### config.mk
export PLATFORM = sky130hd
export DESIGN_NAME = ncl_ripple_adder
export DESIGN_NICKNAME = d
export VERILOG_FILES = /design/src/rtl/ncl_pkg.sv /design/src/rtl/ncl_th_gate.sv /design/src/rtl/ncl_full_adder.sv /design/src/rtl/ncl_completion.sv /design/src/rtl/ncl_ripple_adder.sv
export SDC_FILE = /design/constraint.sdc
export NUM_CORES = 1
export LEC_CHECK = 0
export ABC_AREA = 1
export ABC_CLOCK_PERIOD_IN_PS = 3000
export BUFFER_PORTS_ARGS = -buffer_cell sky130_fd_sc_hd__buf_2
export CAP_MARGIN = 20
export CORE_ASPECT_RATIO = 0.6
export CORE_MARGIN = 2
export CORE_UTILIZATION = 30
export DETAILED_ROUTE_END_ITERATION = 12
export GPL_TIMING_DRIVEN = 1
export PLACE_DENSITY_LB_ADDON = 0.3
export REMOVE_ABC_BUFFERS = 1
export SETUP_SLACK_MARGIN = 0.02
export SYNTH_ARGS = -nofsm -noshare
export SYNTH_HDL_FRONTEND = slang
export SYNTH_SLANG_ARGS = --single-unit
export TNS_END_PERCENT = 100
### constraint.sdc
create_clock -name clk -period 3 [get_ports clk]
set_input_delay 0.6 -clock clk [delete_from_list [all_inputs] [get_ports clk]]
set_output_delay 0.6 -clock clk [all_outputs]
set_load 0.005 [all_outputs]
### src/rtl/ncl_pkg.sv
package ncl_pkg;
    typedef enum logic {
        CMP_EMPTY = 1'b0,
        CMP_FULL  = 1'b1
    } cmp_state_e;

    localparam int CARRY_M = 2;
    localparam int CARRY_N = 3;
    localparam int SUM_M   = 3;
    localparam int SUM_N   = 5;
endpackage

### src/rtl/ncl_th_gate.sv
// Threshold gate with hysteresis: rises at M of N inputs high,
// falls only when all inputs are low, otherwise keeps its state.
module ncl_th_gate #(
    parameter int M = 2,
    parameter int N = 3
) (
    input  logic         clk,
    input  logic         rst_n,
    input  logic [N-1:0] din,
    output logic         q
);
    logic fire;
    logic clear;

    always_comb begin
        fire  = ($countones(din) >= M);
        clear = (din == '0);
    end

    always_ff @(posedge clk or negedge rst_n) begin
        if (!rst_n)
            q <= 1'b0;
        else if (fire)
            q <= 1'b1;
        else if (clear)
            q <= 1'b0;
    end
endmodule

### src/rtl/ncl_full_adder.sv
// One dual-rail stage: two 2-of-3 carry gates, two 3-of-5 sum gates.
// The stage's own carry rail enters each sum gate twice (weight two).
module ncl_full_adder
    import ncl_pkg::*;
(
    input  logic clk,
    input  logic rst_n,
    input  logic x_t,
    input  logic x_f,
    input  logic y_t,
    input  logic y_f,
    input  logic ci_t,
    input  logic ci_f,
    output logic s_t,
    output logic s_f,
    output logic co_t,
    output logic co_f
);
    ncl_th_gate #(.M(CARRY_M), .N(CARRY_N)) u_co_t (
        .clk(clk), .rst_n(rst_n), .din({x_t, y_t, ci_t}), .q(co_t)
    );
    ncl_th_gate #(.M(CARRY_M), .N(CARRY_N)) u_co_f (
        .clk(clk), .rst_n(rst_n), .din({x_f, y_f, ci_f}), .q(co_f)
    );
    ncl_th_gate #(.M(SUM_M), .N(SUM_N)) u_s_t (
        .clk(clk), .rst_n(rst_n), .din({co_f, co_f, x_t, y_t, ci_t}), .q(s_t)
    );
    ncl_th_gate #(.M(SUM_M), .N(SUM_N)) u_s_f (
        .clk(clk), .rst_n(rst_n), .din({co_t, co_t, x_f, y_f, ci_f}), .q(s_f)
    );
endmodule

### src/rtl/ncl_completion.sv
// Completion detector as a two-state machine with hysteresis.
module ncl_completion
    import ncl_pkg::*;
#(
    parameter int PAIRS = 5
) (
    input  logic             clk,
    input  logic             rst_n,
    input  logic [PAIRS-1:0] rail_t,
    input  logic [PAIRS-1:0] rail_f,
    output logic             done
);
    cmp_state_e state, state_nx;
    logic all_data;
    logic all_null;

    always_comb begin
        all_data = &(rail_t | rail_f);
        all_null = ((rail_t | rail_f) == '0);
    end

    always_ff @(posedge clk or negedge rst_n) begin
        if (!rst_n)
            state <= CMP_EMPTY;
        else
            state <= state_nx;
    end

    always_comb begin
        state_nx = state;
        unique case (state)
            CMP_EMPTY: if (all_data) state_nx = CMP_FULL;
            CMP_FULL:  if (all_null) state_nx = CMP_EMPTY;
        endcase
    end

    always_comb begin
        done = (state == CMP_FULL);
    end
endmodule

### src/rtl/ncl_ripple_adder.sv
module ncl_ripple_adder
    import ncl_pkg::*;
#(
    parameter int WIDTH = 4
) (
    input  logic             clk,
    input  logic             rst_n,
    input  logic [WIDTH-1:0] a_t,
    input  logic [WIDTH-1:0] a_f,
    input  logic [WIDTH-1:0] b_t,
    input  logic [WIDTH-1:0] b_f,
    input  logic             cin_t,
    input  logic             cin_f,
    output logic [WIDTH-1:0] sum_t,
    output logic [WIDTH-1:0] sum_f,
    output logic             cout_t,
    output logic             cout_f,
    output logic             done
);
    localparam int PAIRS = WIDTH + 1;

    logic [WIDTH:0] cy_t;
    logic [WIDTH:0] cy_f;

    assign cy_t[0] = cin_t;
    assign cy_f[0] = cin_f;

    for (genvar i = 0; i < WIDTH; i++) begin : g_stage
        ncl_full_adder u_fa (
            .clk  (clk),
            .rst_n(rst_n),
            .x_t  (a_t[i]),
            .x_f  (a_f[i]),
            .y_t  (b_t[i]),
            .y_f  (b_f[i]),
            .ci_t (cy_t[i]),
            .ci_f (cy_f[i]),
            .s_t  (sum_t[i]),
            .s_f  (sum_f[i]),
            .co_t (cy_t[i+1]),
            .co_f (cy_f[i+1])
        );
    end

    assign cout_t = cy_t[WIDTH];
    assign cout_f = cy_f[WIDTH];

    ncl_completion #(.PAIRS(PAIRS)) u_cmp (
        .clk   (clk),
        .rst_n (rst_n),
        .rail_t({cout_t, sum_t}),
        .rail_f({cout_f, sum_f}),
        .done  (done)
    );
endmodule

==> Word-level counts from Yosys, hierarchy flattened <==
Index checks and enable logic that the tools add are counted.
{ "op_classes": {"n_addsub": 40, "mul": 0, "n_div": 0, "order_cmp": 16, "eq_ne": 0, "shift": 0, "n_mux": 35, "bitwise": 2, "reduce_logical": 34} }
{ "op_table": {"columns": ["op", "n"], "rows": [
  ["adder 32 x 1 -> 32 bit", 16],
  ["greater-or-equal comparator 32 x 3 -> 1 bit (second input constant)", 16],
  ["adder 32 x 2 -> 32 bit", 8],
  ["zero test 5 bit", 9],
  ["two-way mux 1 bit", 34],
  ["adder 1 x 1 -> 2 bit", 16],
  ["nonzero test 2 bit", 16],
  ["zero test 3 bit", 8],
  ["OR 5 bit", 1],
  ["AND reduction 5 bit", 1],
  ["case mux 1 bit (2 select lines)", 1],
  ["NOT 1 bit", 1]
]} }
{ "word_totals": {"register_bits": 17, "latchBits": 0, "mem_bits_rw": 0, "romBits": 0, "input_bits": 20, "output_inout_bits": 11, "word_cells": 144, "mem_count": 0} }

==> Longest topological paths before layout <==
Gate-level depths: netlist of the first run.
{ "logic_depth": {"word_depth": 5, "ltp_mapped": 7, "ltp_nobuf": 7} }

==> By module <==
From an unflattened synthesis of the first run, not the netlist that was laid out.
{ "hier_totals": {"cells_unflattened": 237, "area_unflattened_um2": 1747.9} }
{ "by_module_without_submodules": {"columns": ["mod", "instances", "cells_per_inst", "area_per_inst_um2", "seq_area_each_um2"], "rows": [
  ["ncl_th_gate at g_stage[0].u_fa.u_s_f ...", 8, 19, 143.9, 25.0],
  ["ncl_th_gate at g_stage[0].u_fa.u_co_f ...", 8, 8, 61.3, 25.0],
  ["ncl_completion", 1, 21, 106.4, 25.0]
]} }

==> Least setup slack after synthesis of the first run <==
Ideal clock, no wire load.
{ "synth_path": {"path_kind": "input -> register", "start": "input b_f[3]", "end": "register g_stage[3].u_fa.u_s_f.q", "setup_time_ps": 123, "t_arrival_ps": 1724, "required_time_ps": 2877, "path_slack_ps": 1153, "path_stages": 6, "n_path_buf": 0, "cell_sequence": "inv_1 ha_1 ha_1 fa_1 a21oi_1 nand2_1"} }
{ "synth_via": {"elab_chain_len": 5, "word_cells_on_any_way": 7, "cone_classes": "add/sub (3); order compare (1); mux (1); reduce/logical (2)"} }
{ "synth_lines": {"columns": ["element", "line_no", "source"], "rows": [
  ["from (decl)", "ncl_ripple_adder.sv:11", "input logic [WIDTH-1:0] b_f,"],
  ["adder 1 x 1 -> 2 bit (not written as such)", "ncl_th_gate.sv:16", "fire = ($countones(din) >= M);"],
  ["adder 32 x 2 -> 32 bit (not written as such)", "ncl_th_gate.sv:16", null],
  ["adder 32 x 1 -> 32 bit (not written as such)", "ncl_th_gate.sv:16", null],
  ["greater-or-equal comparator 32 x 3 -> 1 bit", "ncl_th_gate.sv:16", null],
  ["two-way mux 1 bit / nonzero test 2 bit (equally long branches)", null, null],
  ["to (signal assigned)", "ncl_th_gate.sv:22", "q <= 1'b0;"],
  ["to (signal assigned)", "ncl_th_gate.sv:24", "q <= 1'b1;"],
  ["to (signal assigned)", "ncl_th_gate.sv:26", "q <= 1'b0;"],
  ["to (decl)", "ncl_th_gate.sv:10", "output logic q"]
]} }
Several ways; a longest one is shown, not always the timed one.
A chain may end at the register's enable or synchronous reset.

==> Worst setup path in the final report of the first run <==
{ "layout_path": {"start": "register g_stage[2].u_fa.u_co_f.q", "end": "register g_stage[3].u_fa.u_s_f.q"} }
{ "layout_via": {"elab_chain_len": 5, "word_cells_on_any_way": 7, "cone_classes": "add/sub (3); order compare (1); mux (1); reduce/logical (2)"} }
{ "layout_lines": {"columns": ["element", "line_no"], "rows": [
  ["from (decl)", "ncl_th_gate.sv:10"],
  ["from (signal assigned)", "ncl_th_gate.sv:22"],
  ["from (signal assigned)", "ncl_th_gate.sv:24"],
  ["from (signal assigned)", "ncl_th_gate.sv:26"],
  ["adder 1 x 1 -> 2 bit (not written as such)", "ncl_th_gate.sv:16"],
  ["adder 32 x 2 -> 32 bit (not written as such)", "ncl_th_gate.sv:16"],
  ["adder 32 x 1 -> 32 bit (not written as such)", "ncl_th_gate.sv:16"],
  ["greater-or-equal comparator 32 x 3 -> 1 bit", "ncl_th_gate.sv:16"],
  ["two-way mux 1 bit / nonzero test 2 bit (equally long branches)", null]
]} }
Several ways; a longest one is shown, not always the timed one.

==> summary.md, run 1 <==
| Metric | Value |
|---|---|
| Fin. max-slew vios | `0` |
| Syn_area_per_cell | `9.242 um2` |
| P_sw | `0.0001502 W` |
| Sequential area share after synthesis | `27.40%` |
| Top post-synthesis cells by area | `dfrtp_1 (27%), fa_1 (21%), ha_1 (19%)` |
| Synth area leader | `dfrtp_1` |
| Synth top area share | `27.40%` |
| Final TNS setup | `0 ps` |
| Final layout net count | `255` |
| Worst Skew | `about 0.66 ps` |
| Sw Ratio | `28.50%` |
| First-pass GRT wire length | `4767 um` |
| Area after DPL | `1725 um2` |
| Cell area after layout | `1772 um2` |
| DR iter-0 viols | `10` |
| Post-DRT Antenna Nets | `0` |
| Clock transition at the registers of the reported paths | `70 ps` |
| Crit start category | `flip-flop` |
| Leakage | `0.9555 nW` |
| Initial antenna violation count | `0` |
| DIE WIDTH | `96.88 um` |
| # fillers | `between 500 and 600` |
| # setup viols final | `0` |
| Crit path time final | `1819 ps` |
| Num CTS Buffers | `3` |
| Row cnt | `20` |
| Share of layout cells above drive strength 1 | `20.62%` |
| Outcome | `completed` |
| Worst Path Max Fanout | `5` |
| Max-cap viol count | `0` |
| Logic pwr share | `around a fifth` |
| Area of the die | `5786 um2` |
| Chip height | `between 50 and 60 um` |
| Flops & latches, synth | `17` |
| Syn Inst Count | `168` |
| Internal power | `0.0003768 W` |
| Final worst path period share | `60.64%` |
| Worst-margin pin slew | `377.6 ps` |
| TritonCTS clock tree | `done` |
| Max VDD drop | `0.1201 mV` |
| WHS | `256.8 ps` |
| Number of I/O port buffers | `30` |
| First drt pass iteration count | `4` |
| Clock root cell | `clkbuf_8` |
| Min-Delay Path Class | `input port to async pin` |
| RSZ-0062 raised after global routing | `no` |
| Clock Path Buffers | `2` |
| Critical path arrival | `1960 ps` |
| # hold bufs at CTS | `0` |
| Post-Route WL | `between 2000 and 3000 um` |
| Mapped Area | `1553 um2` |
| GR Overflow Total | `0` |
| Ys Warns | `0` |
| Area delta synth->final | `14.10%` |
| Dpl hpwl | `2368 um` |
| H-Tree Depth | `1` |
| Fmax | `about 0.55 GHz` |
| Core area | `5030 um2` |
| Critical Path End Type | `flip-flop` |
| Clock sink total | `17` |
| Vias | `1037` |
| DR vias/cell | `3.988` |
| IO Pins | `31` |
| Final hold violations | `0` |
| Largest net degree at the start of global routing | `18` |
| DRC | `0` |
| GR Util All Layers | `between 10% and 20%` |
| # Post-CTS Setup Buffers | `0` |
| Yosys cell types | `16` |
| Commonest cells after routing, fill and taps aside | `inv_1 (45), buf_2 (30), nand2_1 (24), ha_1 (24), dfrtp_1 (17)` |
| Vias in the first global route | `1036` |
| Post-CTS sizing | `0` |
| Max transition margin | `74.83%` |
| Crit Path Class | `flip-flop to flip-flop` |
| RePlAce Congestion | `0.7385` |
| Worst-Skew Late Latency | `250 ps` |
| Starting density of the core | `30.87%` |
| Pwr/cell area | `297.5 nW/um2` |
| Average wire per standard cell | `slightly above 10 um` |
| Flop pwr share | `46.3%` |
| Commonest non-fill, non-tap cell in the layout | `inv_1` |
| Antenna Cells | `0` |
| Req. time, crit path | `3140 ps` |
| Clk pwr share | `32.5%` |
-- Yosys cell counts --
cell / instances
a21o_1: 3
a21oi_1: 3
buf_4: 8
dfrtp_1: 17
fa_1: 16
ha_1: 24
inv_1: 45
inv_2: 3
nand2_1: 24
nand3_1: 2
nor2_1: 6
nor2_2: 3
o211ai_1: 5
o21ai_0: 1
o21ai_1: 6
o21bai_1: 2
-- power by group through the flow --
stage / combinational [W] / sequential [W] / clock (W)
floorplan: 0.0000654 / 0.000247 / 0
global placement: 0.000111 / 0.000248 / 0
detailed placement: 0.000115 / 0.000248 / 0
CTS: 0.000116 / 0.000244 / 0.000176
global route: 0.000136 / 0.000244 / 0.000192
finish: 0.000112 / 0.000244 / 0.000171
-- stage by stage --
step | std cells | power [W] | util [%] | worst slack [ps]
floorplan | 160 | 0.0003121 | - | 1153
global placement | 256 | 0.0003596 | 34.30 | 1013
detailed placement | 256 | 0.0003630 | 34.30 | 977.5
CTS | 260 | 0.0005361 | 35.22 | 1153
global route | 260 | 0.0005716 | 35.22 | 1009
finish | 260 | 0.0005271 | 35.22 | 1181
-- logic make-up after synthesis --
family | Yosys count | share of synthesized area (%)
DFF | 17 | 27.40
buffers and inverters | 56 | 15.47
and+or+nand+nor | 35 | 9.106
adders and majority gates | 40 | 39.97
AOI/OAI and AO/OA | 20 | 8.057
-- sequential cells by signal, indices dropped and copies added (netlist names) --
| name | flops |
|---|---|
| g_stage.u_fa.u_co_t.q | 4 |
| g_stage.u_fa.u_s_t.q | 4 |
| g_stage.u_fa.u_s_f.q | 4 |
| u_cmp.done | 1 |
| g_stage.u_fa.u_co_f.q | 4 |
-- layout make-up --
class	instances	area, um2	area share, %
timing repair buffer	30	150.1	8.475
inverter	48	180.2	10.17
multi-input combinational	95	887.1	50.07
sequential	17	425.4	24.01
clock buffer	3	41.29	2.331
tap	66	82.58	4.661
clock inverter	1	5.005	0.2825
-- metal layers --
metal  vias to the layer above  track usage [%]  share of wire (%)
li1                        537                -                  -
met1                       478            14.69                 54
met2                        22            15.48                 41
met3                         0            3.158                5.2
met4                         0            3.018                  0
met5                         -                0                  0
-- worst max-delay path: stages (launching register included) --
cell     delay (ps)
dfrtp_1         470
inv_1           110
ha_1            290
ha_1            200
fa_1            430
a21oi_1         150
nand2_1          60
-- path summary, 6_finish.rpt --
path / start / endpoint / slack, ps / depth (start not counted)
max in group asynchronous: rst_n / g_stage[3].u_fa.u_co_t.q$_DFFE_PN0P_ / 2470 / 1
min reg2reg: g_stage[2].u_fa.u_s_t.q$_DFFE_PN0P_ / g_stage[2].u_fa.u_s_t.q$_DFFE_PN0P_ / 520 / 2
min in group clk: g_stage[2].u_fa.u_s_t.q$_DFFE_PN0P_ / g_stage[2].u_fa.u_s_t.q$_DFFE_PN0P_ / 520 / 2
min: rst_n / g_stage[2].u_fa.u_co_f.q$_DFFE_PN0P_ / 260 / 1
max reg2reg: g_stage[2].u_fa.u_co_f.q$_DFFE_PN0P_ / g_stage[3].u_fa.u_s_f.q$_DFFE_PN0P_ / 1180 / 6
max: g_stage[2].u_fa.u_co_f.q$_DFFE_PN0P_ / g_stage[3].u_fa.u_s_f.q$_DFFE_PN0P_ / 1180 / 6
(Power assumes the default switching activity.)
==> run 2, diff against run 1 <==
- ABC_CLOCK_PERIOD_IN_PS: 3000 -> 1500
- clock period: 3 -> 1.5 ns (I/O delays scaled with it)
==> run 2 against run 1 <==
Net effect:
- the run now ends with negative setup slack left
- cell count up 11%
- maximum frequency grew 16%
- non-clock buffer count is 29 higher
- sequential cell count stayed put
- critical endpoint unchanged
==> summary.md, run 2 (synthesis gave the netlist of run 1 again) <==
| Metric | Value |
|---|---|
| Outcome | `finished, violations left` |
| Failing checks | `negative setup slack` |
| Clk pwr share | `30.4%` |
| Max VDD drop | `0.2412 mV` |
| Final hold violations | `0` |
| Worst-margin pin slew | `399.2 ps` |
| Total power | `0.001147 W` |
| Post-DRT Antenna Nets | `0` |
| Leakage | `around 1.1 nW` |
| Antenna Cells | `0` |
| Clock root cell | `clkbuf_8` |
| Logic pwr share | `27.4%` |
| H-Tree Depth | `1` |
| Slowest stage cell, crit path | `fa_1` |
| First-pass GRT wire length | `5630 um` |
| Pre-CTS WS | `-191.6 ps` |
| Flop pwr share | `around 42%` |
| Commonest non-fill, non-tap cell in the layout | `inv_1` |
| TritonCTS clock tree | `done` |
| DR vias/cell | `between 3 and 4` |
| First drt pass iteration count | `4` |
| Final worst path period share | `104.9%` |
| Core area | `5030 um2` |
| Clock sink total | `17` |
| DR iter-0 viols | `31` |
| Worst Skew | `approximately 2.8 ps` |
| Max transition margin | `73.39%` |
| Fin. max-slew vios | `0` |
| # setup viols final | `6` |
| Min-Delay Path Class | `input port to flip-flop` |
| Share of layout cells above drive strength 1 | `39.46%` |
| DRC | `0` |
| Crit start category | `flip-flop` |
| Internal power | `0.0008138 W` |
| Num CTS Buffers | `3` |
| Number of I/O port buffers | `30` |
| Req. time, crit path | `1640 ps` |
| Chip height | `59.73 um` |
| Vias | `about 1200` |
| Setup ws final | `-73.67 ps` |
| Area of the die | `5786 um2` |
| Dpl hpwl | `2603 um` |
| Crit path time final | `1574 ps` |
| Critical path arrival | `1720 ps` |
| P_sw | `0.0003328 W` |
| Final TNS setup | `-277.0 ps` |
| Area delta synth->final | `36.91%` |
| CP most frequent cell | `ha_4` |
| Critical Path End Type | `flip-flop` |
| RePlAce Congestion | `between 0.7 and 0.8` |
| CP Cell Sequence | `inv_2, ha_4, ha_4, fa_1, a21oi_2, nand2_1` |
| Clock transition at the registers of the reported paths | `70 ps` |
| RSZ-0062 raised after global routing | `yes` |
| Vias in the first global route | `1200` |
| Worst Path Max Fanout | `2` |
| Post-Route WL | `3196 um` |
| GR Util All Layers | `12.31%` |
| Largest net degree at the start of global routing | `18` |
| Final layout net count | `284` |
| Starting density of the core | `between 30 and 40%` |
| Hold path depth | `3` |
| Commonest cells after routing, fill and taps aside | `inv_1 (37), buf_2 (30), buf_4 (28), nand2_1 (24), dfrtp_1 (17)` |
| Crit Path Class | `flip-flop to flip-flop` |
| Initial antenna violation count | `0` |
| Util after Layout | `42.26%` |
| Average wire per standard cell | `11.06 um` |
| Worst-Skew Late Latency | `250 ps` |
| GR Overflow Total | `0` |
| Pwr/cell area | `539.4 nW/um2` |
| Fmax | `0.6355 GHz` |
| Sw Ratio | `29.03%` |
| IO Pins | `31` |
| Max-cap viol count | `0` |
| Reg2reg path depth | `6` |
| DIE WIDTH | `96.88 um` |
| Row cnt | `20` |
| Crit-path max cell delay | `approximately 440 ps` |
| Clock Path Buffers | `2` |
[run 2: metrics by stage]
stage / cell area (um2) / hold WS [ps] / cells
floorplan: 1493 / 4.409 / 160
global placement: 1906 / 254.6 / 280
detailed placement: 1906 / 259.5 / 280
CTS: 2111 / 379.7 / 288
global route: 2126 / 392.4 / 289
finish: 2126 / 381.3 / 289
[run 2: critical path, delay by kind of cell, from the launching register on]
kind            cells  cell delay [ps]
simple gates        1               50
fa+ha+maj           3              810
buf+inv             1               90
compound gates      1              120
flops               1              390
[run 2: path summary, 6_finish.rpt]
check	endpoint	slack, ps	startpoint
max in group asynchronous	g_stage[2].u_fa.u_co_f.q$_DFFE_PN0P_	710	rst_n
worst min register to register	u_cmp.done$_DFF_PN0_	520	u_cmp.done$_DFF_PN0_
min in group asynchronous	g_stage[2].u_fa.u_co_t.q$_DFFE_PN0P_	500	rst_n
worst max-delay path	g_stage[3].u_fa.u_s_f.q$_DFFE_PN0P_	-70	g_stage[2].u_fa.u_co_f.q$_DFFE_PN0P_
worst min-delay path	g_stage[0].u_fa.u_co_t.q$_DFFE_PN0P_	380	a_t[0]
worst max register to register	g_stage[3].u_fa.u_s_f.q$_DFFE_PN0P_	-70	g_stage[2].u_fa.u_co_f.q$_DFFE_PN0P_
[run 2: area by class of cell]
| class | count | area (um2) |
|---|---|---|
| Clock buffer | 4 | 45.04 |
| Inverter | 48 | 180.2 |
| Multi-Input combinational cell | 95 | 1022 |
| Tap cell | 66 | 82.58 |
| Timing Repair Buffer | 59 | 370.4 |
| Fill cell | 508 | 2904 |
| Sequential cell | 17 | 425.4 |
[run 2: timing repair]
action / 4_1_cts / 5_1_grt
hold buffers: 1 / 0
gates resized for setup: 24 / 2
pin swaps: 11 / 9
setup endpoints to repair: 6 / 8
endpoints found under the hold margin: 17 / 0
buffers inserted: 3 / 1
[run 2: power groups by stage]
stage	combinational [W]	sequential [W]	clock, W
after floorplan	0.000131	0.000493	0
after global placement	0.000263	0.000493	0
after detailed placement	0.000273	0.000493	0
after CTS	0.000310	0.000485	0.000368
after global routing	0.000364	0.000486	0.000389
final	0.000314	0.000484	0.000348
[run 2: metal layers]
layer | vias to the layer above | global-route usage (%) | routed length (um)
met5 | - | 0 | 0
met4 | 0 | 1.811 | 0
met3 | 0 | 2.924 | 144
met2 | 28 | 19.15 | 1347
met1 | 527 | 18.02 | 1704
li1 | 595 | - | -
==> run 3, diff against run 2 <==
- CTS_CLUSTER_DIAMETER: not set -> 30
- RECOVER_POWER: not set -> 25
- SKIP_CTS_REPAIR_TIMING: not set -> 1
==> run 3 against run 2 <==
Net effect:
- the run still ends with negative setup slack left
- clock skew about the same
- global-route usage decreased by 0.91 points
- first-iteration DRC count decreased by 9.7%
- die area unchanged
- clock power about the same
- cell count decreased by 0.69%
- register-to-register slack got worse by 20 ps
- highest routed layer unchanged
- sequential cell count unchanged
- maximum frequency decreased by 1.5%
- largest cell class unchanged
- hold slack about the same
- via count increased by 0.26%
- sequential power about the same
- critical endpoint is now g_stage[1].u_fa.u_s_f.q$_DFFE_PN0P_
==> summary.md, run 3 (synthesis gave the netlist of run 1 again) <==
| Metric | Value |
|---|---|
| Starting density of the core | `30.87%` |
| GR Util All Layers | `11.40%` |
| Crit Path Class | `flip-flop to flip-flop` |
| Row cnt | `20` |
| Num CTS Buffers | `3` |
| Worst setup startpoint | `g_stage[0].u_fa.u_co_f.q$_DFFE_PN0P_` |
| Commonest cells after routing, fill and taps aside | `inv_1 (37), buf_2 (29), buf_4 (26), nand2_1 (24), dfrtp_1 (17)` |
| H-Tree Depth | `1` |
| Largest net degree at the start of global routing | `18` |
| Cell area after layout | `2088 um2` |
| Hold Path Sink | `g_stage[0].u_fa.u_co_t.q$_DFFE_PN0P_` |
| Fmax | `0.6259 GHz` |
| Min-Delay Path Class | `input port to flip-flop` |
| Final hold violations | `0` |
| Max VDD drop | `0.2402 mV` |
| Capture point of the worst reg-to-reg path | `g_stage[1].u_fa.u_s_f.q$_DFFE_PN0P_` |
| Critical path arrival | `between 1500 and 2000 ps` |
| IO Pins | `31` |
| Vias in the first global route | `1092` |
| Worst Path Max Fanout | `2` |
| Clock transition at the registers of the reported paths | `70 ps` |
| Outcome | `finished, violations left` |
| Crit path time final | `1598 ps` |
| Initial antenna violation count | `0` |
| Total power | `0.001137 W` |
| Number of I/O port buffers | `30` |
| Worst Skew | `2.617 ps` |
| DIE WIDTH | `96.88 um` |
| DRC | `0` |
| DR vias/cell | `4.017` |
| Vias | `roughly 1200` |
| Clock root cell | `clkbuf_8` |
| DR iter-0 viols | `28` |
| # fillers | `511` |
| Area delta synth->final | `34.49%` |
| Failing checks | `negative setup slack` |
| Req. time, crit path | `1630 ps` |
| Hold path depth | `3` |
| Crit start category | `flip-flop` |
| Share of layout cells above drive strength 1 | `38.46%` |
| First-pass GRT wire length | `5188 um` |
| TritonCTS clock tree | `done` |
| RSZ-0062 raised after global routing | `yes` |
| First drt pass iteration count | `4` |
| Setup ws final | `-97.60 ps` |
| Post-Route WL | `3137 um` |
| Max transition margin | `70.18%` |
| Worst-margin pin slew | `around 450 ps` |
| Pre-CTS WS | `-191.6 ps` |
| Average wire per standard cell | `between 10 and 15 um` |
| Antenna Cells | `0` |
| Final layout net count | `282` |
| RePlAce Congestion | `0.7529` |
| Hold path start | `a_t[0]` |
| Final worst path period share | `106.5%` |
| Area after DPL | `1906 um2` |
| Area of the die | `5786 um2` |
| Leakage | `about 1.1 nW` |
| FF-to-FF setup slack | `-100 ps` |
| Worst-Skew Late Latency | `250 ps` |
| Reg2reg path depth | `6` |
| Clock Path Buffers | `2` |
| Chip height | `59.73 um` |
| Post-DRT Antenna Nets | `0` |
| Clock sink total | `17` |
| Core area | `5030 um2` |
| Critical Path End Type | `flip-flop` |
| GR Overflow Total | `0` |
| FF-to-FF Start | `g_stage[0].u_fa.u_co_f.q$_DFFE_PN0P_` |
| Pwr/cell area | `544.3 nW/um2` |
| Register area | `425.4 um2` |
| Area of the multi-input gates | `999.7 um2` |
| Commonest non-fill, non-tap cell in the layout | `inv_1` |
| Final TNS setup | `-406.3 ps` |
| Final Non-Filler Cells | `287` |
| Max-cap viol count | `0` |
| # setup viols final | `6` |
| Dpl hpwl | `2603 um` |
| Fin. max-slew vios | `0` |
| Cells after DPL | `280` |
run 3: area by class of cell:
class	count	area share, %
inverters	48	8.628
flip-flops and latches	17	20.37
well taps	66	3.954
multi-input cells	95	47.87
repair buffers	57	17.02
clock buffers	4	2.157
run 3: how the worst max path moves through the flow:
stage | to | slack [ps]
floorplan | g_stage[3].u_fa.u_s_f.q$_DFFE_PN0P_ | -170
global placement | g_stage[3].u_fa.u_s_f.q$_DFFE_PN0P_ | -160
detailed placement | g_stage[2].u_fa.u_s_t.q$_DFFE_PN0P_ | -190
CTS | g_stage[2].u_fa.u_s_f.q$_DFFE_PN0P_ | -150
global route | g_stage[1].u_fa.u_s_f.q$_DFFE_PN0P_ | -180
finish | g_stage[1].u_fa.u_s_f.q$_DFFE_PN0P_ | -100
run 3: critical path, stage by stage (launching register included):
cell and delay, ps:
dfrtp_1 360, inv_2 60, ha_4 270, ha_4 120
inv_2 40, fa_1 540, o211ai_1 90
run 3: metrics by stage:
stage               hold WS (ps)  utilization, %
floorplan                  4.409               -
global placement           254.6           37.89
detailed placement         259.5           37.89
CTS                       -17.76           38.78
global route               392.4           41.52
finish                     381.0           41.52
run 3: power breakdown:
| group | internal [W] | switching [W] | total [W] |
|---|---|---|---|
| Combinational | 0.000148 | 0.000159 | 0.000307 |
| Clock | 0.000188 | 0.000157 | 0.000346 |
| Sequential | 0.000473 | 0.0000115 | 0.000484 |
| Total | 0.000809 | 0.000328 | 0.00114 |
run 3: routing by layer:
layer | global-route usage (%) | wire [um] | vias up
met3 | 2.924 | 95 | 0
met5 | 0 | 0 | -
li1 | - | - | 592
met1 | 18.01 | 1740 | 541
met4 | 1.811 | 0 | 0
met2 | 15.67 | 1301 | 20
